[config.mk]
export PLATFORM = sky130hd
export DESIGN_NAME = boot_vector_seq
export DESIGN_NICKNAME = d
export VERILOG_FILES = /design/src/rtl/bvs_pkg.sv /design/src/rtl/bvs_cfg_latch.sv /design/src/rtl/bvs_fsm.sv /design/src/rtl/bvs_vec_regs.sv /design/src/rtl/boot_vector_seq.sv
export SDC_FILE = /design/constraint.sdc
export NUM_CORES = 1
export LEC_CHECK = 0
export BUFFER_PORTS_ARGS = -buffer_cell sky130_fd_sc_hd__buf_2
export CORE_AREA = 5 5 103 105
export DETAILED_ROUTE_END_ITERATION = 8
export DIE_AREA = 0 0 108 110
export GPL_ROUTABILITY_DRIVEN = 0
export HOLD_SLACK_MARGIN = 0.15
export MAX_ROUTING_LAYER = met4
export PLACE_DENSITY = 0.78
export RECOVER_POWER = 25
export SETUP_SLACK_MARGIN = 0.2
export SYNTH_ARGS = -nofsm -noshare
export SYNTH_HDL_FRONTEND = slang
export SYNTH_SLANG_ARGS = --single-unit
[constraint.sdc]
create_clock -name clk -period 2.2 [get_ports clk]
set_input_delay 0.22 -clock clk [delete_from_list [all_inputs] [get_ports clk]]
set_output_delay 0.22 -clock clk [all_outputs]
set_load 0.02 [all_outputs]
[src/rtl/bvs_pkg.sv]
// Shared types for the reset vector fetch sequencer.
package bvs_pkg;

    // Sequencer states; ST_DONE is terminal until the next reset.
    typedef enum logic [1:0] {
        ST_PROBE    = 2'd0,
        ST_FETCH_SP = 2'd1,
        ST_FETCH_PC = 2'd2,
        ST_DONE     = 2'd3
    } bvs_state_e;

    // Builds a mask that clears the lowest 'lsbs' bits of a word.
    function automatic logic [31:0] low_clear_mask(input int lsbs);
        logic [31:0] m;
        m = '1;
        for (int i = 0; i < lsbs; i++) begin
            m[i] = 1'b0;
        end
        return m;
    endfunction

endpackage

[src/rtl/bvs_cfg_latch.sv]
// Boot configuration capture.
// Holds the boot enable and the table offset as they stand while reset is
// asserted, so the last reset cycle fixes them for the whole sequence.
// Assumes rst_n is synchronous to clk. The low BASE_LSB offset bits are
// dropped, since the table base is aligned to 2**BASE_LSB bytes.
module bvs_cfg_latch #(
    parameter int ADDR_W   = 32,
    parameter int BASE_LSB = 7
) (
    input  logic              clk,
    input  logic              rst_n,
    input  logic              boot_en_i,
    input  logic [ADDR_W-1:0] vtor_i,
    output logic              boot_en_o,
    output logic [ADDR_W-1:0] flash_base_o
);

    localparam int HI_W = ADDR_W - BASE_LSB;

    logic            en_q;
    logic [HI_W-1:0] base_hi_q;
    logic            unused_vtor_low;

    // Track the configuration inputs during reset; freeze them afterwards.
    always_ff @(posedge clk) begin
        if (!rst_n) begin
            en_q      <= boot_en_i;
            base_hi_q <= vtor_i[ADDR_W-1:BASE_LSB];
        end
    end

    assign unused_vtor_low = ^vtor_i[BASE_LSB-1:0];
    assign boot_en_o       = en_q;
    assign flash_base_o    = {base_hi_q, {BASE_LSB{1'b0}}};

endmodule

[src/rtl/bvs_fsm.sv]
// Vector fetch state machine.
// Decides between the flash and ROM tables, then issues the stack pointer
// read and the handler read in that order. Each read holds its request and
// address until mem_ready_i is seen. Request and address are decoded from
// the state, so the read port adds no cycle of its own.
module bvs_fsm
    import bvs_pkg::*;
#(
    parameter int              ADDR_W     = 32,
    parameter int              DATA_W     = 32,
    parameter int              WORD_BYTES = 4,
    parameter logic [ADDR_W-1:0] ROM_BASE   = 32'h0100_0000,
    parameter logic [ADDR_W-1:0] PROBE_ADDR = 32'h0000_0004
) (
    input  logic              clk,
    input  logic              rst_n,
    input  logic              boot_en_i,
    input  logic [ADDR_W-1:0] flash_base_i,
    input  logic              mem_ready_i,
    input  logic [DATA_W-1:0] mem_rdata_i,
    output logic              mem_req_o,
    output logic [ADDR_W-1:0] mem_addr_o,
    output logic              sp_cap_o,
    output logic              pc_cap_o,
    output bvs_state_e        state_o
);

    localparam logic [DATA_W-1:0] ERASED_WORD = '1;
    localparam logic [ADDR_W-1:0] STEP        = ADDR_W'(WORD_BYTES);

    bvs_state_e        state_q;
    bvs_state_e        state_d;
    logic              rom_sel_q;
    logic [ADDR_W-1:0] table_base;

    // Next-state decode: advance only when the current read completes.
    always_comb begin
        state_d = state_q;
        unique case (state_q)
            ST_PROBE:    if (!boot_en_i || mem_ready_i) state_d = ST_FETCH_SP;
            ST_FETCH_SP: if (mem_ready_i) state_d = ST_FETCH_PC;
            ST_FETCH_PC: if (mem_ready_i) state_d = ST_DONE;
            default:     state_d = ST_DONE;
        endcase
    end

    // State register, restarting at the probe step on reset.
    always_ff @(posedge clk) begin
        if (!rst_n) state_q <= ST_PROBE;
        else        state_q <= state_d;
    end

    // Table choice: ROM when boot is disabled or the probed word is erased.
    always_ff @(posedge clk) begin
        if (!rst_n) begin
            rom_sel_q <= 1'b0;
        end else if (state_q == ST_PROBE) begin
            if (!boot_en_i)       rom_sel_q <= 1'b1;
            else if (mem_ready_i) rom_sel_q <= (mem_rdata_i == ERASED_WORD);
        end
    end

    assign table_base = rom_sel_q ? ROM_BASE : flash_base_i;

    // Read port decode from the current state.
    always_comb begin
        mem_req_o  = 1'b0;
        mem_addr_o = '0;
        unique case (state_q)
            ST_PROBE: begin
                mem_req_o  = boot_en_i;
                mem_addr_o = PROBE_ADDR;
            end
            ST_FETCH_SP: begin
                mem_req_o  = 1'b1;
                mem_addr_o = table_base;
            end
            ST_FETCH_PC: begin
                mem_req_o  = 1'b1;
                mem_addr_o = table_base + STEP;
            end
            default: begin
                mem_req_o  = 1'b0;
                mem_addr_o = '0;
            end
        endcase
    end

    assign sp_cap_o = (state_q == ST_FETCH_SP) && mem_ready_i;
    assign pc_cap_o = (state_q == ST_FETCH_PC) && mem_ready_i;
    assign state_o  = state_q;

endmodule

[src/rtl/bvs_vec_regs.sv]
// Vector holding registers.
// Captures the aligned stack pointer and handler address when the state
// machine flags a completed read. Raises the start strobe one cycle after
// the handler capture, when both values are already visible. The link
// register and process stack presets are fixed values.
module bvs_vec_regs
    import bvs_pkg::*;
#(
    parameter int DATA_W   = 32,
    parameter int SP_ALIGN = 2,
    parameter int PC_ALIGN = 1
) (
    input  logic              clk,
    input  logic              rst_n,
    input  logic              sp_cap_i,
    input  logic              pc_cap_i,
    input  logic [DATA_W-1:0] rdata_i,
    output logic [DATA_W-1:0] msp_o,
    output logic [DATA_W-1:0] psp_o,
    output logic [DATA_W-1:0] lr_o,
    output logic [DATA_W-1:0] pc_o,
    output logic              start_o
);

    localparam logic [DATA_W-1:0] SP_MASK   = DATA_W'(low_clear_mask(SP_ALIGN));
    localparam logic [DATA_W-1:0] PC_MASK   = DATA_W'(low_clear_mask(PC_ALIGN));
    localparam logic [DATA_W-1:0] LR_PRESET = '1;

    logic [DATA_W-1:0] msp_q;
    logic [DATA_W-1:0] pc_q;
    logic              start_q;

    // Stack pointer capture with its alignment bits cleared.
    always_ff @(posedge clk) begin
        if (!rst_n)        msp_q <= '0;
        else if (sp_cap_i) msp_q <= rdata_i & SP_MASK;
    end

    // Handler address capture with the state bit cleared.
    always_ff @(posedge clk) begin
        if (!rst_n)        pc_q <= '0;
        else if (pc_cap_i) pc_q <= rdata_i & PC_MASK;
    end

    // One-cycle start strobe following the handler capture.
    always_ff @(posedge clk) begin
        if (!rst_n) start_q <= 1'b0;
        else        start_q <= pc_cap_i;
    end

    assign msp_o   = msp_q;
    assign pc_o    = pc_q;
    assign start_o = start_q;
    assign lr_o    = LR_PRESET;
    assign psp_o   = '0;

endmodule

[src/rtl/boot_vector_seq.sv]
// Reset vector fetch sequencer, top level.
// Runs once after reset release: chooses the boot table, fetches the
// initial stack pointer and the handler address, then strobes the core to
// begin fetching. Assumes a read port that answers each request with one
// ready pulse, and a synchronous active-low reset.
module boot_vector_seq
    import bvs_pkg::*;
#(
    parameter int                ADDR_W     = 32,
    parameter int                DATA_W     = 32,
    parameter int                BASE_LSB   = 7,
    parameter int                WORD_BYTES = 4,
    parameter int                SP_ALIGN   = 2,
    parameter int                PC_ALIGN   = 1,
    parameter logic [ADDR_W-1:0] ROM_BASE   = 32'h0100_0000,
    parameter logic [ADDR_W-1:0] PROBE_ADDR = 32'h0000_0004
) (
    input  logic              clk,
    input  logic              rst_n,
    input  logic              boot_en_i,
    input  logic [ADDR_W-1:0] vtor_i,
    output logic              mem_req_o,
    output logic [ADDR_W-1:0] mem_addr_o,
    input  logic              mem_ready_i,
    input  logic [DATA_W-1:0] mem_rdata_i,
    output logic [DATA_W-1:0] msp_o,
    output logic [DATA_W-1:0] psp_o,
    output logic [DATA_W-1:0] lr_o,
    output logic [DATA_W-1:0] pc_o,
    output logic              start_fetch_o
);

    logic              cfg_en;
    logic [ADDR_W-1:0] flash_base;
    logic              sp_cap;
    logic              pc_cap;
    bvs_state_e        fsm_state;

    bvs_cfg_latch #(
        .ADDR_W   (ADDR_W),
        .BASE_LSB (BASE_LSB)
    ) u_cfg (
        .clk          (clk),
        .rst_n        (rst_n),
        .boot_en_i    (boot_en_i),
        .vtor_i       (vtor_i),
        .boot_en_o    (cfg_en),
        .flash_base_o (flash_base)
    );

    bvs_fsm #(
        .ADDR_W     (ADDR_W),
        .DATA_W     (DATA_W),
        .WORD_BYTES (WORD_BYTES),
        .ROM_BASE   (ROM_BASE),
        .PROBE_ADDR (PROBE_ADDR)
    ) u_fsm (
        .clk          (clk),
        .rst_n        (rst_n),
        .boot_en_i    (cfg_en),
        .flash_base_i (flash_base),
        .mem_ready_i  (mem_ready_i),
        .mem_rdata_i  (mem_rdata_i),
        .mem_req_o    (mem_req_o),
        .mem_addr_o   (mem_addr_o),
        .sp_cap_o     (sp_cap),
        .pc_cap_o     (pc_cap),
        .state_o      (fsm_state)
    );

    bvs_vec_regs #(
        .DATA_W   (DATA_W),
        .SP_ALIGN (SP_ALIGN),
        .PC_ALIGN (PC_ALIGN)
    ) u_regs (
        .clk      (clk),
        .rst_n    (rst_n),
        .sp_cap_i (sp_cap),
        .pc_cap_i (pc_cap),
        .rdata_i  (mem_rdata_i),
        .msp_o    (msp_o),
        .psp_o    (psp_o),
        .lr_o     (lr_o),
        .pc_o     (pc_o),
        .start_o  (start_fetch_o)
    );

endmodule

Word-level counts from Yosys, hierarchy flattened
Index checks and enable logic that the tools add are counted.
{ "classes": {"n_eq_ne": 7, "reduce_logical": 8, "add_sub_neg": 1, "n_mux": 9} }
{ "ops": {"columns": ["operator", "count"], "rows": [
  ["one-hot mux 32 bit (3 select lines)", 1],
  ["adder 32 x 3 -> 32 bit, second input constant", 1],
  ["equality test 32 bit, second input constant", 1],
  ["2-to-1 mux 32 bit", 1],
  ["2-to-1 mux 2 bit", 3],
  ["inequality test 2 bit, second input constant", 3],
  ["one-hot mux 2 bit (3 select lines)", 1],
  ["AND reduction 3 bit", 1],
  ["equality test 2 x 1 -> 1 bit, second input constant", 1],
  ["equality test 2 bit, second input constant", 1],
  ["logical AND 1 bit", 2],
  ["logical NOT 2 bit", 1],
  ["2-to-1 mux 1 bit", 2],
  ["inequality test 2 x 1 -> 1 bit, second input constant", 1],
  ["one-hot mux 1 bit (2 select lines)", 1],
  ["AND reduction 2 bit", 1],
  ["OR reduction 2 bit", 1],
  ["logical NOT 1 bit", 1],
  ["logical OR 1 bit", 1]
]} }
{ "word_totals": {"elab_cells": 32, "in_bits": 68, "output_inout_bits": 162, "regBits": 91} }

Logic depth before layout (Yosys ltp)
Gate-level depths: netlist (run 1).
{ "depth": {"word_depth": 4, "depth_mapped": 7, "mapped_depth_nobuf": 6} }

Cells and area by module
From an unflattened synthesis (run 1), not the netlist that was laid out.
{ "hier_totals": {"cells_unflattened": 543, "area_unflattened_um2": 5296.3} }
{ "by_module_without_submodules": {"columns": ["mod", "cells_each", "seq_area_each_um2", "instances", "area_each_um2"], "rows": [
  ["bvs_vec_regs", 268, 1241.2, 1, 2896.5],
  ["bvs_fsm", 240, 60.1, 1, 1559.0],
  ["bvs_cfg_latch", 35, 780.7, 1, 840.8]
]} }

Worst setup path after synthesis (run 1)
Ideal clock, no wire load.
{ "synth_timing": {"kind": "in2reg", "startpoint": "input rst_n", "endpoint": "register u_cfg.base_hi_q[0] (enable)", "arrival_time_ns": 1.210, "path_buffers": 1, "path_slack_ns": 0.589, "path_stages": 2, "path_cell_list": "inv_1 -> clkbuf_1"} }
{ "synth_rtl": {"columns": ["item", "line_no", "text"], "rows": [
  ["start: declaration", "boot_vector_seq.sv:19", "input logic rst_n,"],
  ["end signal: assignment", "bvs_cfg_latch.sv:28", "base_hi_q <= vtor_i[ADDR_W-1:BASE_LSB];"],
  ["end: declaration", "bvs_cfg_latch.sv:21", "logic [HI_W-1:0] base_hi_q;"]
]} }
No word-level cell between the ends.

Final worst setup path (run 1)
{ "layout_timing": {"startpoint": "register u_fsm.state_q[1], in the netlist u_fsm.state_o[1]", "endpoint": "output mem_addr_o[11]"} }
{ "layout_between": {"elab_chain_cells": 2, "elab_cells_between_ends": 4, "cone_classes": "eq/ne (2); mux (1); reduce/logical (1)"} }
{ "layout_lines": {"columns": ["item", "line_no", "text"], "rows": [
  ["start: declaration", "bvs_fsm.sv:31", "bvs_state_e state_q;"],
  ["start signal: assignment", "bvs_fsm.sv:50", "else state_q <= state_d;"],
  ["equality test 2 bit, or another cell as far along", "bvs_fsm.sv:69", "unique case (state_q)"],
  ["one-hot mux 32 bit (3 select lines) *", "bvs_fsm.sv:69", null],
  ["end: declaration", "boot_vector_seq.sv:23", "output logic [ADDR_W-1:0] mem_addr_o,"]
]} }
Mark *: on every way between the ends. The rest lies on a longest branch, timed or not.

==> flow_metrics.py, run 1 <==
metrics = {
    "finish": {
        "drive_gt1_frac": 0.338,
        "diodes": 0,
        "syn_to_final_growth_pct": 34.6,
        "fin_nets": 716,
        "fin_util": 0.578,
        "fillers": 798,
    },
    "pwr": {
        "power_density_mw_per_mm2": 768,
        "p_leak_nw": 2.46,
        "peakVddDrop_uv": 421,
    },
    "worst_setup_path": {
        "arrival_ns": 1.71,
        "r2r-end": "u_fsm.state_o[1]",
        "crit_path_max_fanout": 12,
        "crit_required_ns": 1.98,
        "startpoint_type": "flip-flop",
        "critical_path_class": "flip-flop to output pin",
        "reg2reg_setup_slack_ns": 0.68,
        "timing.rr.start": "u_fsm.state_o[1]",
        "endpoint_kind": "output pin",
        "r2r.worst_path.cells": 7,
    },
    "worst_hold_path": {
        "hold_path.class": "input port to flip-flop",
        "worst_hold_path.endpoint": "u_fsm.rom_sel_q",
        "min_path_cells": 4,
        "holdCritStartpoint": "mem_ready_i",
    },
    "sta": {
        "skew_ns": 0.00765,
        "fmaxAchievable_ghz": 0.519,
        "fin_crit_sh": 0.876,
        "period_minus_slack_ns": 1.93,
        "rsz0062_at_grt": "yes",
        "slew_violations": 0,
        "hold_violations": 0,
        "max_slew_margin": 0.631,
        "tightest_slew_ns": 0.553,
        "setup_violations": 0,
        "setup_tns_ns": 0,
    },
    "route": {
        "wl_um": 12200,
        "drt-pass1-iter-count": 4,
        "post-route-drc-count": 0,
        "drtIter0Drc": 134,
        "avgRoutedWirePerCell_um": 15.6,
        "vias": 3565,
        "ant_nets": 0,
        "vias_per_cell": 4.57,
    },
    "yosys": {
        "synth_fa_ha_area_frac": 0.0183,
        "yosysSeqAreaShare": 0.508,
        "synth_compound_area_frac": 0.111,
        "synthesis.area_mm2": 0.00410,
        "ys_seq_elements": 91,
        "yosys-top-cells-area": "dfxtp_1 32%, edfxtp_1 19%, buf_4 14%",
        "ys_async_sr_fraction": 0,
        "yosysTopAreaCell": "dfxtp_1",
        "avgSynthCellArea_um2": 9.36,
        "ys.flop_type": "dfxtp_1",
        "synth_top_family_by_area": "simple AND/OR/NAND/NOR gates",
        "synth_xor_area_frac": 0,
        "syn_inst": 438,
        "synth_edf_count": 26,
        "synthSimpleGateAreaFrac": 0.191,
        "synth_top_area_share": 0.317,
        "muxShareOfSynthArea": 0,
        "yosysWarnings": 0,
        "synth_cell_type_count": 25,
    },
    "cts": {
        "cts_sinks": 91,
        "clockBufferDepth": 2,
        "clockRootBuffer": "clkbuf_8",
        "cts_buffers": 9,
        "h-tree-depth": 3,
        "tritoncts": "done",
        "clk_latency_ns": 0.36,
        "clk_pin_slew_ns": 0.08,
    },
    "global_routing": {
        "grt_pass1_vias": 3726,
        "grt_pass1_wl_um": 18100,
        "grt_start_max_net_pins": 55,
        "grtUsageTotal": 0.203,
        "grt_overflow": 0,
        "antenna_found_initial": 0,
    },
    "floorplan": {
        "core-area_mm2": 0.00955,
        "rows": 36,
        "initial_core_util": 0.430,
        "die_width_um": 108,
        "fp.dieH_um": 110,
        "dieArea_mm2": 0.0119,
        "num_io_pins": 230,
    },
    "run_status": {
        "status": "complete, no violations",
    },
    "placed_design": {
        "hpwlAfterDp_um": 7560,
        "port_buffers": 149,
    },
    "job": {
        "maxCapViolations": 0,
    },
}
## power breakdown
| group | switching [mW] | leakage (nW) | internal (mW) |
|---|---|---|---|
| registers | 0.0780 | 0.784 | 1.86 |
| clock network | 0.556 | 0.0872 | 0.438 |
| logic | 0.832 | 1.59 | 0.481 |
| total | 1.47 | 2.46 | 2.78 |
## Yosys cell counts (all sizes together) (2+ instances only)
cell,count
nor2,8
nand2,125
and2,26
inv,3
nor4,2
a211oi,2
ha,6
dfxtp,65
a21oi,64
clkbuf,5
edfxtp,26
nor3,3
nand4,8
buf,90
conb,2
## worst max path at each step
stage	slack (ns)	end	start
6_report	0.27	mem_addr_o[11]	u_fsm.state_o[1]
5_1_grt	0.18	mem_addr_o[11]	u_fsm.state_o[1]
4_1_cts	0.22	mem_addr_o[8]	u_fsm.state_o[0]
3_5_place_dp	0.03	mem_addr_o[8]	u_fsm.state_o[0]
3_3_place_gp	0.09	mem_addr_o[11]	u_fsm.state_o[0]
2_1_floorplan	0.59	u_cfg.base_hi_q[0]	rst_n
## what timing repair did
action                                 CTS  global route
endpoints found under the hold margin   86             0
setup endpoints to repair               24            24
hold buffers                            57             0
cloned                                   1             0
pin swaps                                3             2
gates resized for setup                 12            11
setup buffers                            4             0
## layout make-up
class / count / area, um2 / share of cell area
clock inverter: 3 / 15.0 / 0.00272
inverter: 3 / 17.5 / 0.00317
tap: 133 / 166 / 0.0301
clock buffer: 13 / 149 / 0.0270
timing repair buffer: 216 / 1440 / 0.261
sequential: 91 / 2090 / 0.378
multi-input combinational: 321 / 1640 / 0.298
## flip-flops by register name (all words and copies together) (netlist names)
signal	cells
u_cfg.boot_en_o	1
u_regs.msp_o	30
u_cfg.base_hi_q	25
u_regs.pc_o	31
u_fsm.rom_sel_q	1
u_fsm.state_o	2
u_regs.start_o	1
## metal layers
metal	global-route usage	wire length [um]
met5	-	0
met3	0.0629	1230
met2	0.344	5990
met4	0.0947	271
met1	0.220	4690
## metrics by stage
stage	instance area [um2]	setup slack [ns]	total power, mW	hold WS (ns)	std cells
2_1_floorplan	4370	0.589	2.80	0.319	509
3_3_place_gp	4660	0.0937	3.01	0.398	702
3_5_place_dp	4660	0.0323	3.04	0.399	702
4_1_cts	5500	0.217	4.22	0.294	780
5_1_grt	5520	0.177	4.47	0.309	780
6_report	5520	0.272	4.24	0.304	780
## critical path, stage by stage (launching register included)
cell	delay, ns
dfxtp_4	0.40
inv_4	0.06
ha_4	0.17
nor2_4	0.20
nor3_4	0.06
buf_12	0.15
and2_1	0.16
buf_4	0.16
## placed cells by master (no fill, tap or decap)
cell,netlist,routed
buf_12,1,3
a21o_1,1,1
dlygate4sd3_1,0,57
a21oi_2,30,30
dfxtp_4,0,2
nand4_1,8,8
nand3_1,1,1
clkinv_2,0,4
nand2_2,10,10
nor3_1,2,2
inv_4,0,2
edfxtp_1,26,26
nor2_1,7,7
buf_2,11,141
buf_6,2,2
buf_1,0,1
dfxtp_1,65,63
clkbuf_1,5,6
ha_1,6,3
and2_1,26,26
buf_4,76,9
a211oi_1,2,2
clkbuf_8,0,10
nor3_4,0,2
nand2b_1,1,1
nand2_1,115,115
ha_2,0,1
nor2_4,0,1
a21oi_1,34,34
nor4_1,2,2
ha_4,0,2
conb_1,2,73
## kinds of logic (layout without fill, tap and decap cells)
logic type,count (synthesis),after routing
simple gates,174,175
buf+inv,98,235
flops,91,91
compound gates,67,67
fa+ha+maj,6,6
other cells,2,73
(Power assumes the default switching activity.)
==> inputs of run 2 (changes only) <==
--- a/config.mk
+++ b/config.mk
@@ -5,10 +5,10 @@
 export SDC_FILE = /design/constraint.sdc
 export NUM_CORES = 1
 export LEC_CHECK = 0
-export BUFFER_PORTS_ARGS = -buffer_cell sky130_fd_sc_hd__buf_2
-export CORE_AREA = 5 5 103 105
+export CORE_AREA = 5 5 87 89
 export DETAILED_ROUTE_END_ITERATION = 8
-export DIE_AREA = 0 0 108 110
+export DIE_AREA = 0 0 92 94
+export DONT_BUFFER_PORTS = 1
 export GPL_ROUTABILITY_DRIVEN = 0
 export HOLD_SLACK_MARGIN = 0.15
 export MAX_ROUTING_LAYER = met4
==> flow_metrics.py, run 2 (synthesis gave the netlist of run 1 again) <==
metrics = {
    "run_status": {
        "status": "complete, no violations",
    },
    "cts": {
        "cts_buffers": 9,
        "h-tree-depth": 3,
        "clk_pin_slew_ns": 0.09,
        "clockBufferDepth": 2,
        "cts_sinks": 91,
        "clockRootBuffer": "clkbuf_8",
        "clk_latency_ns": 0.36,
        "tritoncts": "done",
    },
    "sta": {
        "skew_ns": 0.00942,
        "tightest_slew_ns": 1.33,
        "period_minus_slack_ns": 1.99,
        "setup_tns_ns": 0,
        "fin_crit_sh": 0.903,
        "rsz0062_at_grt": "no",
        "setup_ws_ns": 0.214,
        "slew_violations": 0,
        "fmaxAchievable_ghz": 0.504,
        "hold_violations": 0,
        "setup_violations": 0,
        "max_slew_margin": 0.106,
    },
    "worst_setup_path": {
        "crit_required_ns": 2.48,
        "arrival_ns": 2.26,
        "endpoint_kind": "flip-flop",
        "critical_path_class": "input port to flip-flop",
        "startpoint_type": "input port",
        "crit_path_max_fanout": 32,
        "slowest_delay_ns": 0.99,
        "cp_slowest_cell": "clkinvlp_2",
        "cp_cell_sequence": "clkinvlp_2, clkbuf_4, nor3_1",
    },
    "route": {
        "vias_per_cell": 5.24,
        "avgRoutedWirePerCell_um": 18.8,
        "wl_um": 10900,
        "post-route-drc-count": 0,
        "drt-pass1-iter-count": 4,
        "vias": 3039,
        "drtIter0Drc": 122,
        "ant_nets": 0,
    },
    "global_routing": {
        "grtUsageTotal": 0.251,
        "grt_overflow": 0,
        "grt_pass1_wl_um": 16100,
        "grt_start_max_net_pins": 33,
        "grt_pass1_vias": 2956,
        "antenna_found_initial": 0,
    },
    "finish": {
        "syn_to_final_growth_pct": 16.2,
        "layout_common_cells": "115 x nand2_1, 73 x conb_1, 63 x dfxtp_1",
        "drive_gt1_frac": 0.166,
        "diodes": 0,
        "layout_commonest_cell": "nand2_1",
        "fin_nets": 569,
        "largest_register_ffs": 31,
    },
    "pwr": {
        "clkPwrFrac": 0.272,
        "p_leak_nw": 1.77,
        "power_density_mw_per_mm2": 872,
        "peakVddDrop_uv": 450,
        "power_frac_seq": 0.493,
        "share_comb_of_total_power": 0.235,
        "swShare": 0.348,
        "p_sw_mw": 1.45,
        "p_int_mw": 2.71,
    },
    "job": {
        "maxCapViolations": 0,
    },
    "floorplan": {
        "initial_core_util": 0.614,
        "die_width_um": 92,
        "rows": 30,
        "num_io_pins": 230,
        "core-area_mm2": 0.00668,
        "fp.dieH_um": 94,
        "dieArea_mm2": 0.00865,
    },
    "worst_hold_path": {
        "hold_path.class": "input port to flip-flop",
    },
    "placed_design": {
        "port_buffers": 0,
        "pre_cts_slack_ns": 0.152,
        "hpwlAfterDp_um": 6630,
    },
}
-- run 2: metal layers --
metal,up-vias,track usage,part of all wire
met2,177,0.429,0.53
met1,1450,0.269,0.35
li1,1393,-,-
met3,19,0.0881,0.10
met5,-,-,0
met4,0,0.0990,0.018
-- run 2: path summary, 6_finish.rpt --
path	start	to	slack, ns	cells after the start
worst min-delay path	mem_rdata_i[16]	u_fsm.rom_sel_q	0.19	4
worst min register to register	u_regs.msp_o[15]	u_regs.msp_o[15]	0.57	2
worst max-delay path	rst_n	u_fsm.rom_sel_q	0.21	3
worst max register to register	u_fsm.state_o[0]	u_regs.pc_o[25]	0.61	6
-- run 2: layout make-up --
class | instances | area (um2)
Sequential cell | 91 | 2090
Fill cell | 473 | 1920
Timing Repair Buffer | 68 | 693
Tap cell | 80 | 100
Clock buffer | 10 | 128
Clock inverter | 6 | 71.3
Inverter | 3 | 12.5
Multi-Input combinational cell | 322 | 1670
-- run 2: worst max-delay path: cells and delay by family --
family,cells,cell delay [ns]
and+or+nand+nor,1,0.28
buffers and inverters,2,1.72
-- run 2: power groups by stage --
stage,logic [mW],clock network [mW],registers [mW]
2_1_floorplan,0.761,0,2.04
3_3_place_gp,0.728,0,2.06
3_5_place_dp,0.749,0,2.07
4_1_cts,0.929,1.15,2.04
5_1_grt,1.05,1.23,2.06
6_report,0.976,1.13,2.05
-- run 2: stage by stage --
stage,instances,power (mW),hold slack [ns],utilization,cell area [um2]
final,580,4.15,0.191,0.713,4760
after global routing,580,4.34,0.235,0.713,4760
after CTS,580,4.12,0.176,0.710,4740
after detailed placement,501,2.82,0.319,0.581,3880
after global placement,501,2.79,0.319,0.581,3880
after floorplan,509,2.80,0.319,-,4370
-- run 2: what timing repair did --
action	4_1_cts	5_1_grt
hold endpoints to repair	90	0
resized for setup	11	10
hold buffers	58	0
pin swaps	3	1
gates cloned	2	0
buffers inserted	3	0
setup endpoints to repair	24	25
